`config.mk`:
```
export PLATFORM = sky130hd
export DESIGN_NAME = watermark_fifo
export DESIGN_NICKNAME = d
export VERILOG_FILES = /design/src/rtl/wmfifo_pkg.sv /design/src/rtl/wmfifo_datapath.sv /design/src/rtl/wmfifo_ctrl.sv /design/src/rtl/watermark_fifo.sv
export SDC_FILE = /design/constraint.sdc
export NUM_CORES = 1
export LEC_CHECK = 0
export BUFFER_PORTS_ARGS = -buffer_cell sky130_fd_sc_hd__buf_2
export CELL_PAD_IN_SITES_DETAIL_PLACEMENT = 0
export CELL_PAD_IN_SITES_GLOBAL_PLACEMENT = 1
export CORE_MARGIN = 2
export CORE_UTILIZATION = 30
export CTS_CLUSTER_DIAMETER = 100
export CTS_CLUSTER_SIZE = 28
export DETAILED_ROUTE_END_ITERATION = 10
export PLACE_DENSITY = 0.58
export SLEW_MARGIN = 10
export SYNTH_ARGS = -nofsm -noshare
export SYNTH_HDL_FRONTEND = slang
export SYNTH_HIERARCHICAL = 1
export SYNTH_SLANG_ARGS = --single-unit
```
`constraint.sdc`:
```
create_clock -name clk -period 5.65 [get_ports clk]
set_clock_uncertainty 0.1 [all_clocks]
set_input_delay 1.4125 -clock clk [delete_from_list [all_inputs] [get_ports clk]]
set_output_delay 1.4125 -clock clk [all_outputs]
set_load 0.03 [all_outputs]
```
`src/rtl/wmfifo_pkg.sv`:
```
package wmfifo_pkg;
  // Strobes issued by the control unit to the storage datapath
  typedef struct packed {
    logic push;          // accepted push this cycle
    logic pop;           // accepted pop this cycle
    logic pushFromHost;  // push data source: 1 = host port, 0 = card side
  } fifoStrobes_t;
endpackage

```
`src/rtl/wmfifo_datapath.sv`:
```
module wmfifo_datapath
  import wmfifo_pkg::*;
#(
  parameter int DEPTH = 32,
  parameter int WIDTH = 16
) (
  input  logic                       clk,
  input  logic                       rstN,
  input  fifoStrobes_t               strobes,
  input  logic [WIDTH-1:0]           pushData,
  output logic [WIDTH-1:0]           headData,
  output logic [$clog2(DEPTH):0]     fillCount
);
  localparam int AW = $clog2(DEPTH);
  localparam int CW = AW + 1;

  logic [WIDTH-1:0] mem [DEPTH];
  logic [AW-1:0]    startIdx;
  logic [AW-1:0]    writeIdx;

  // write slot is start plus count, wrapping at the buffer size
  assign writeIdx = startIdx + fillCount[AW-1:0];
  assign headData = mem[startIdx];

  always_ff @(posedge clk) begin
    if (strobes.push) mem[writeIdx] <= pushData;
  end

  always_ff @(posedge clk) begin
    if (!rstN) begin
      startIdx  <= '0;
      fillCount <= '0;
    end else begin
      if (strobes.pop) startIdx <= startIdx + AW'(1);
      case ({strobes.push, strobes.pop})
        2'b10:   fillCount <= fillCount + CW'(1);
        2'b01:   fillCount <= fillCount - CW'(1);
        default: fillCount <= fillCount;
      endcase
    end
  end

  // count never exceeds capacity
  a_r1_count_bound: assert property (@(posedge clk) disable iff (!rstN)
    fillCount <= CW'(DEPTH));
  // control never issues a push into a full buffer
  a_r3_no_overflow: assert property (@(posedge clk) disable iff (!rstN)
    (fillCount == CW'(DEPTH)) |-> !strobes.push);
  // nothing moves the start slot while empty
  a_r4_empty_start_hold: assert property (@(posedge clk) disable iff (!rstN)
    (fillCount == '0) |=> $stable(startIdx));
endmodule

```
`src/rtl/wmfifo_ctrl.sv`:
```
module wmfifo_ctrl
  import wmfifo_pkg::*;
#(
  parameter int DEPTH = 32
) (
  input  logic                   clk,
  input  logic                   rstN,
  input  logic                   dirRx,
  input  logic                   xferActive,
  input  logic                   cfgWrEn,
  input  logic [15:0]            cfgWrData,
  input  logic                   hostWrEn,
  input  logic                   hostRdEn,
  input  logic                   cardPushEn,
  input  logic                   cardPopEn,
  input  logic [$clog2(DEPTH):0] fillCount,
  output fifoStrobes_t           strobes,
  output logic [15:0]            cfgRdData,
  output logic                   rxDmaReq,
  output logic                   txDmaReq,
  output logic                   statusAf,
  output logic                   statusAe,
  output logic                   underrun
);
  localparam int AW       = $clog2(DEPTH);
  localparam int CW       = AW + 1;
  localparam int LVLW     = AW;
  localparam int RXEN_BIT = 15;
  localparam int AF_LSB   = 8;
  localparam int TXEN_BIT = 7;
  localparam int AE_LSB   = 0;
  localparam logic [15:0] CFG_MASK  = 16'h9F9F;
  localparam logic [15:0] CFG_RESET = 16'h1F00;

  logic [15:0]     cfgReg;
  logic [LVLW-1:0] afLevel, aeLevel;
  logic            rxDmaEn, txDmaEn;
  logic            isEmpty, isFull, idleEmpty, rxCross, txCross;
  logic            pushReq, popReq;

  assign rxDmaEn = cfgReg[RXEN_BIT];
  assign txDmaEn = cfgReg[TXEN_BIT];
  assign afLevel = cfgReg[AF_LSB +: LVLW];
  assign aeLevel = cfgReg[AE_LSB +: LVLW];
  assign cfgRdData = cfgReg;

  always_ff @(posedge clk) begin
    if (!rstN)        cfgReg <= CFG_RESET;
    else if (cfgWrEn) cfgReg <= cfgWrData & CFG_MASK;
  end

  // direction routing of the four strobes
  assign isEmpty = (fillCount == '0);
  assign isFull  = (fillCount == CW'(DEPTH));
  assign pushReq = dirRx ? cardPushEn : hostWrEn;
  assign popReq  = dirRx ? hostRdEn   : cardPopEn;

  always_comb begin
    strobes.push         = pushReq && !isFull;
    strobes.pop          = popReq  && !isEmpty;
    strobes.pushFromHost = !dirRx;
  end

  always_ff @(posedge clk) begin
    if (!rstN)                            underrun <= 1'b0;
    else if (dirRx && hostRdEn && isEmpty) underrun <= 1'b1;
  end

  // watermark evaluation from registered count and configuration
  assign idleEmpty = !xferActive && isEmpty;
  assign rxCross   = dirRx  && (fillCount > {1'b0, afLevel});
  assign txCross   = !dirRx && (fillCount < {1'b0, aeLevel});

  assign rxDmaReq = rxCross && rxDmaEn;
  assign txDmaReq = txCross && txDmaEn;
  assign statusAf = rxCross && !rxDmaEn && !idleEmpty;
  assign statusAe = txCross && !txDmaEn && !idleEmpty;

  // request and flag never together in receive
  a_r6_rx_exclusive: assert property (@(posedge clk) disable iff (!rstN)
    !(rxDmaReq && statusAf));
  // request and flag never together in transmit
  a_r7_tx_exclusive: assert property (@(posedge clk) disable iff (!rstN)
    !(txDmaReq && statusAe));
  // below almost-full, receive outputs stay low
  a_r8_rx_quiet: assert property (@(posedge clk) disable iff (!rstN)
    (fillCount <= {1'b0, afLevel}) |-> (!rxDmaReq && !statusAf));
  // idle and empty clears both flags
  a_r9_idle_clear: assert property (@(posedge clk) disable iff (!rstN)
    (!xferActive && isEmpty) |-> (!statusAf && !statusAe));
  // configuration visible the cycle after the write
  a_r10_cfg_next: assert property (@(posedge clk) disable iff (!rstN)
    cfgWrEn |=> (cfgRdData == $past(cfgWrData & CFG_MASK)));
  // underrun is sticky
  a_r11_underrun_sticky: assert property (@(posedge clk) disable iff (!rstN)
    underrun |=> underrun);
endmodule

```
`src/rtl/watermark_fifo.sv`:
```
module watermark_fifo
  import wmfifo_pkg::*;
#(
  parameter int DEPTH = 32,
  parameter int WIDTH = 16
) (
  input  logic                   clk,
  input  logic                   rstN,
  input  logic                   dirRx,
  input  logic                   xferActive,
  input  logic                   cfgWrEn,
  input  logic [15:0]            cfgWrData,
  output logic [15:0]            cfgRdData,
  input  logic                   hostWrEn,
  input  logic [WIDTH-1:0]       hostWrData,
  input  logic                   hostRdEn,
  input  logic                   cardPushEn,
  input  logic [WIDTH-1:0]       cardPushData,
  input  logic                   cardPopEn,
  output logic [WIDTH-1:0]       headData,
  output logic [$clog2(DEPTH):0] fillLevel,
  output logic                   rxDmaReq,
  output logic                   txDmaReq,
  output logic                   statusAf,
  output logic                   statusAe,
  output logic                   underrun
);
  fifoStrobes_t     strobes;
  logic [WIDTH-1:0] pushData;

  assign pushData = strobes.pushFromHost ? hostWrData : cardPushData;

  wmfifo_ctrl #(.DEPTH(DEPTH)) ctrl (
    .clk(clk), .rstN(rstN), .dirRx(dirRx), .xferActive(xferActive),
    .cfgWrEn(cfgWrEn), .cfgWrData(cfgWrData),
    .hostWrEn(hostWrEn), .hostRdEn(hostRdEn),
    .cardPushEn(cardPushEn), .cardPopEn(cardPopEn),
    .fillCount(fillLevel), .strobes(strobes), .cfgRdData(cfgRdData),
    .rxDmaReq(rxDmaReq), .txDmaReq(txDmaReq),
    .statusAf(statusAf), .statusAe(statusAe), .underrun(underrun)
  );

  wmfifo_datapath #(.DEPTH(DEPTH), .WIDTH(WIDTH)) dpath (
    .clk(clk), .rstN(rstN), .strobes(strobes), .pushData(pushData),
    .headData(headData), .fillCount(fillLevel)
  );
endmodule

```
[Yosys cells after proc, flatten, opt, wreduce, memory -nomap -nowiden]
Memory sizes are Yosys's and may differ from the RTL's. A register that Yosys moved wholly into a read port is not among the register bits.
Cells that the tools add are included.
Word-level totals
  flip-flop bits (word level): 24
  memory bits (writable): 512
  input port bits: 57
  output and inout port bits: 43
  word-level logic and storage cells: 44
  memories: 1
Memory list
  dpath.mem: depth 32, width 16, read ports 1, clocked after memory_dff 1, write ports 1, RTL line wmfifo_datapath.sv:17  | logic [WIDTH-1:0] mem [DEPTH];
Cells by class
  add/sub/neg operators: 4
  magnitude comparators: 2
  equal/unequal tests: 3
  muxes and demuxes: 8
  reduce and logical (&&, ||, !) cells: 22
Operators by type and width (number)
  $mux W16: 1
  $logic_and A1 B1 Y1: 13
  $pmux W6 S2: 1
  $mux W5: 2
  $logic_not A1 Y1: 7
  $add A6 B1 Y6 const B: 1
  $eq A6 B6 Y1 const B: 1
  $gt A6 B5 Y1: 1
  $logic_not A6 Y1: 1
  $lt A6 B5 Y1: 1
  $sub A6 B1 Y6 const B: 1
  $add A5 B1 Y5 const B: 1
  $add A5 B5 Y5: 1
  $mux W1: 4
  $eq A2 B1 Y1 const B: 1
  $eq A2 B2 Y1 const B: 1
  $reduce_bool A2 Y1: 1

[Depth between registers and ports, before layout]
  depth in word-level cells: 5
  gate-level depth with buffers: 12
  mapped depth without buffers: 12

[Modules after synthesis]
Netlist, hierarchy kept.
Modules (own cells, without submodules)
  wmfifo_datapath: instances 1, cells each 1221, area an instance 21106.5 um2, seq. area each 15695.1 um2
  wmfifo_ctrl: instances 1, cells each 93, area an instance 825.8 um2, seq. area each 260.2 um2
  watermark_fifo: instances 1, cells each 18, area an instance 249.0 um2, seq. area each 0.0 um2

[Worst setup path after synthesis]
Ideal clock, no wire load.
  path type: input to output
  from: input dirRx
  to: output statusAe
  data arrival time: 2.520 ns
  data required time: 4.138 ns
  slack: 1.617 ns
  stages on the path: 3
  path buffers: 0
  path through: a2111oi_0 -> o21ai_0 -> nor3_1
On the way
  longest elaborated chain between the ends: 4
Ends and longest elaborated chain
  from (decl): RTL line watermark_fifo.sv:9  | input logic dirRx,
  $logic_not A1 Y1
  $logic_and A1 B1 Y1: RTL line wmfifo_ctrl.sv:72  | assign txCross = !dirRx && (fillCount < {1'b0, aeLevel});
  $logic_and A1 B1 Y1 (2 in a row): RTL line wmfifo_ctrl.sv:77  | assign statusAe = txCross && !txDmaEn && !idleEmpty;
  to (decl): RTL line watermark_fifo.sv:25  | output logic statusAe,
No other way between the ends.

==> flow_summary.yaml <==
status:
  outcome: "completed"
grt:
  antenna_found_initial: 0
  grt_pass1_wl_um: 76600
  grt-ovfl-total: 0
  gr-usage-all-layers_pct: 13.8
  grt_max_degree: 55
  grt_pass1_vias: 11300
synthesis:
  yosysTopAreaCell: "edfxtp_1"
  syn-cell-area_um2: 22200
  yosys.area.top_type_share_pct: 69.3
  synthCells: 1332
  synth_flop_cell: "edfxtp_1"
  postSynthAreaPerCell_um2: 16.7
  synth.ff_latch_count: 541
  synth_area_leaders: "edfxtp_1, mux2i_1, dfxtp_1"
  yosysWarningCount: 6
  ys_types: 49
  synth_seq_area_share_pct: 71.9
  synthArstFlopShare_pct: 0
  synth_edf_count: 512
clock_network:
  root_buffer: "clkbuf_16"
  cts_setup_buffers: 0
  clk_latency_ps: 580
  cts_max_level: 1
  cts.sinks: 541
  cts_resized: 0
  hold_buffers: 0
  cts_buffers: 23
  clk_pin_slew_ps: 110
  cts_tree: "done"
  clockBufferDepth: 3
layout:
  final_common_cell: "edfxtp_1"
  n_fill_cell: 7028
  layout_common_cells: "edfxtp_1, mux2i_1, buf_2"
  fin_cells: 2404
  finalNetCount: 1505
  syn_to_final_growth_pct: 9.96
  fin_util_pct: 33.4
  layout-drive-gt1-share_pct: 13.7
pwr:
  pwr-share-comb_pct: 26.0
  power_w: 0.00914
  ir_worst_vdd_uv: 193
  clockPowerShare_pct: 21.6
  power_density_nw_per_um2: 375
  p_int_w: 0.00623
  p_leak_nw: 7.58
  pwr-share-seq_pct: 52.4
  netSwitchingPower_w: 0.00291
  switching_share_pct: 31.8
drt:
  drc: 0
  top_layer_used: "met4"
  met1_length_um: 24400
  route.met3.wl_um: 2860
  drt_wl_total_um: 53400
  ant_nets: 0
  wl_met2_um: 25100
  first_iter_violations: 805
  num_vias: 11500
  wire_per_inst_um: 22.2
  drt-vias-per-instance: 4.78
  dr.pass1.iters: 5
sta:
  post-route-period-util_pct: 86.1
  rsz0062_at_grt: "false"
  setup_viol: 0
  drv_slew: 0
  fin_crit_ps: 4860
  finalHoldViolCount: 0
  max_freq_mhz: 206
  maxSlewHeadroom_pct: 23.1
  max_slew.worst_pin.slew_ps: 1150
  tns_ps: 0
critical_path:
  crit_required_ps: 4140
  r2r_cells: 7
  path_cells: "buf_4 > mux2i_1 > a22o_1 > nor3_1 > a31oi_1 > nand3_1 > buf_2"
  reg2reg_slack_ps: 2200
  path_class: "flip-flop to output port"
  crit_path_top_delay_cell: "dfxtp_4"
  reg2reg_to: "dpath/mem[9][4]"
  r2r_start: "dpath/fillCount[1]"
  crit_arrival_ps: 3350
  path_max_fanout: 39
  critPathMaxStageDelay_ps: 850
  crit_path_end_kind: "output port"
  worst_setup_path_start_kind: "flip-flop"
worst_hold_path:
  min_path_cells: 2
  hp-class: "flip-flop to flip-flop"
  min_from: "ctrl/underrun"
  hold_path_end: "ctrl/underrun"
floorplanning:
  io_pins: 100
  fp-row-count: 99
  core_um2: 73100
  initial_utilization_pct: 30.4
  die_area_um2: 76100
  die_y_um: 276
  die_w_um: 276
placement:
  place_congestion: 0.744
  io_buffers: 91
  dpl.hpwl_um: 31900
  placed_cells: 2361
flow_run:
  cap_violations: 0
[through the flow]
step                hold slack (ps)  cell area, µm²  setup slack, ps
finish                          364           24400              788
global route                    386           24400              605
CTS                             363           24400              782
detailed placement              346           23700             1350
global placement                351           23700             1420
floorplan                       470           22200             1620
[worst max-delay path: cells and delay by family (launching register included)]
family	cells	cell delay (ps)
compound gates	2	440
buf+inv	2	530
mux	1	90
flops	1	850
simple gates	2	810
[sequential cells by signal, indices dropped and copies added, names as in the netlist, named ones only]
signal           flops
dpath/mem          512
ctrl/cfgRdData      12
dpath/fillCount      6
dpath/startIdx       5
ctrl/underrun        1
[cells by family (layout without fill, tap and decap cells)]
group	count (synthesis)	in the layout	share of synthesized area, %
flip-flops	541	541	71.9
AND/OR/NAND/NOR	200	200	4.48
buffers and inverters	94	203	3.11
AO/OA/AOI/OAI	176	176	5.54
adder cells (fa/ha/maj)	21	21	1.25
XOR/XNOR	16	16	0.632
multiplexers	283	283	13.0
other	1	5	0.0169
[how the worst max path moves through the flow]
stage / to / depth (start not counted) / slack [ps] / start
final: headData[3] / 7 / 790 / flip-flop
after global routing: headData[0] / 7 / 610 / flip-flop
after CTS: headData[3] / 7 / 780 / flip-flop
after detailed placement: dpath/mem[9][9] / 7 / 1350 / dirRx
after global placement: dpath/mem[9][12] / 7 / 1420 / dirRx
after floorplan: statusAe / 3 / 1620 / dirRx
[area by class of cell]
type                            instances  area, µm²  share of cell area (%)
Timing Repair Buffer                  144        928                    3.81
Multi-Input combinational cell        700       5570                    22.8
Antenna cell                            1       2.50                  0.0103
Tap cell                              959       1200                    4.92
Sequential cell                       541      16000                    65.4
Clock inverter                          3       31.3                   0.128
Clock buffer                           39        636                    2.61
Inverter                               17       63.8                   0.262
[cell usage after synthesis, drive strengths merged, types with 19 or more instances]
| cell type | n |
|---|---|
| nor2 | 39 |
| a22o | 32 |
| buf | 62 |
| nand3 | 38 |
| ha | 19 |
| nor3 | 19 |
| nand2 | 48 |
| a31oi | 19 |
| a21oi | 38 |
| dfxtp | 29 |
| nand4 | 20 |
| edfxtp | 512 |
| a22oi | 64 |
| mux2i | 266 |
[per-layer routing]
layer / track usage, % / vias up
li1: - / 5364
met1: 19.2 / 5833
met2: 22.3 / 258
met3: 2.38 / 39
met4: 3.54 / 0
met5: 0 / -
[power by group through the flow]
stage                     clock network, W  logic (W)  registers (W)
final                              0.00198    0.00238        0.00479
after global routing               0.00218    0.00257        0.00481
after CTS                          0.00204    0.00242        0.00479
after detailed placement                 0    0.00241        0.00489
after global placement                   0    0.00240        0.00488
after floorplan                          0    0.00159        0.00486
Power figures use the tool's default switching activity.
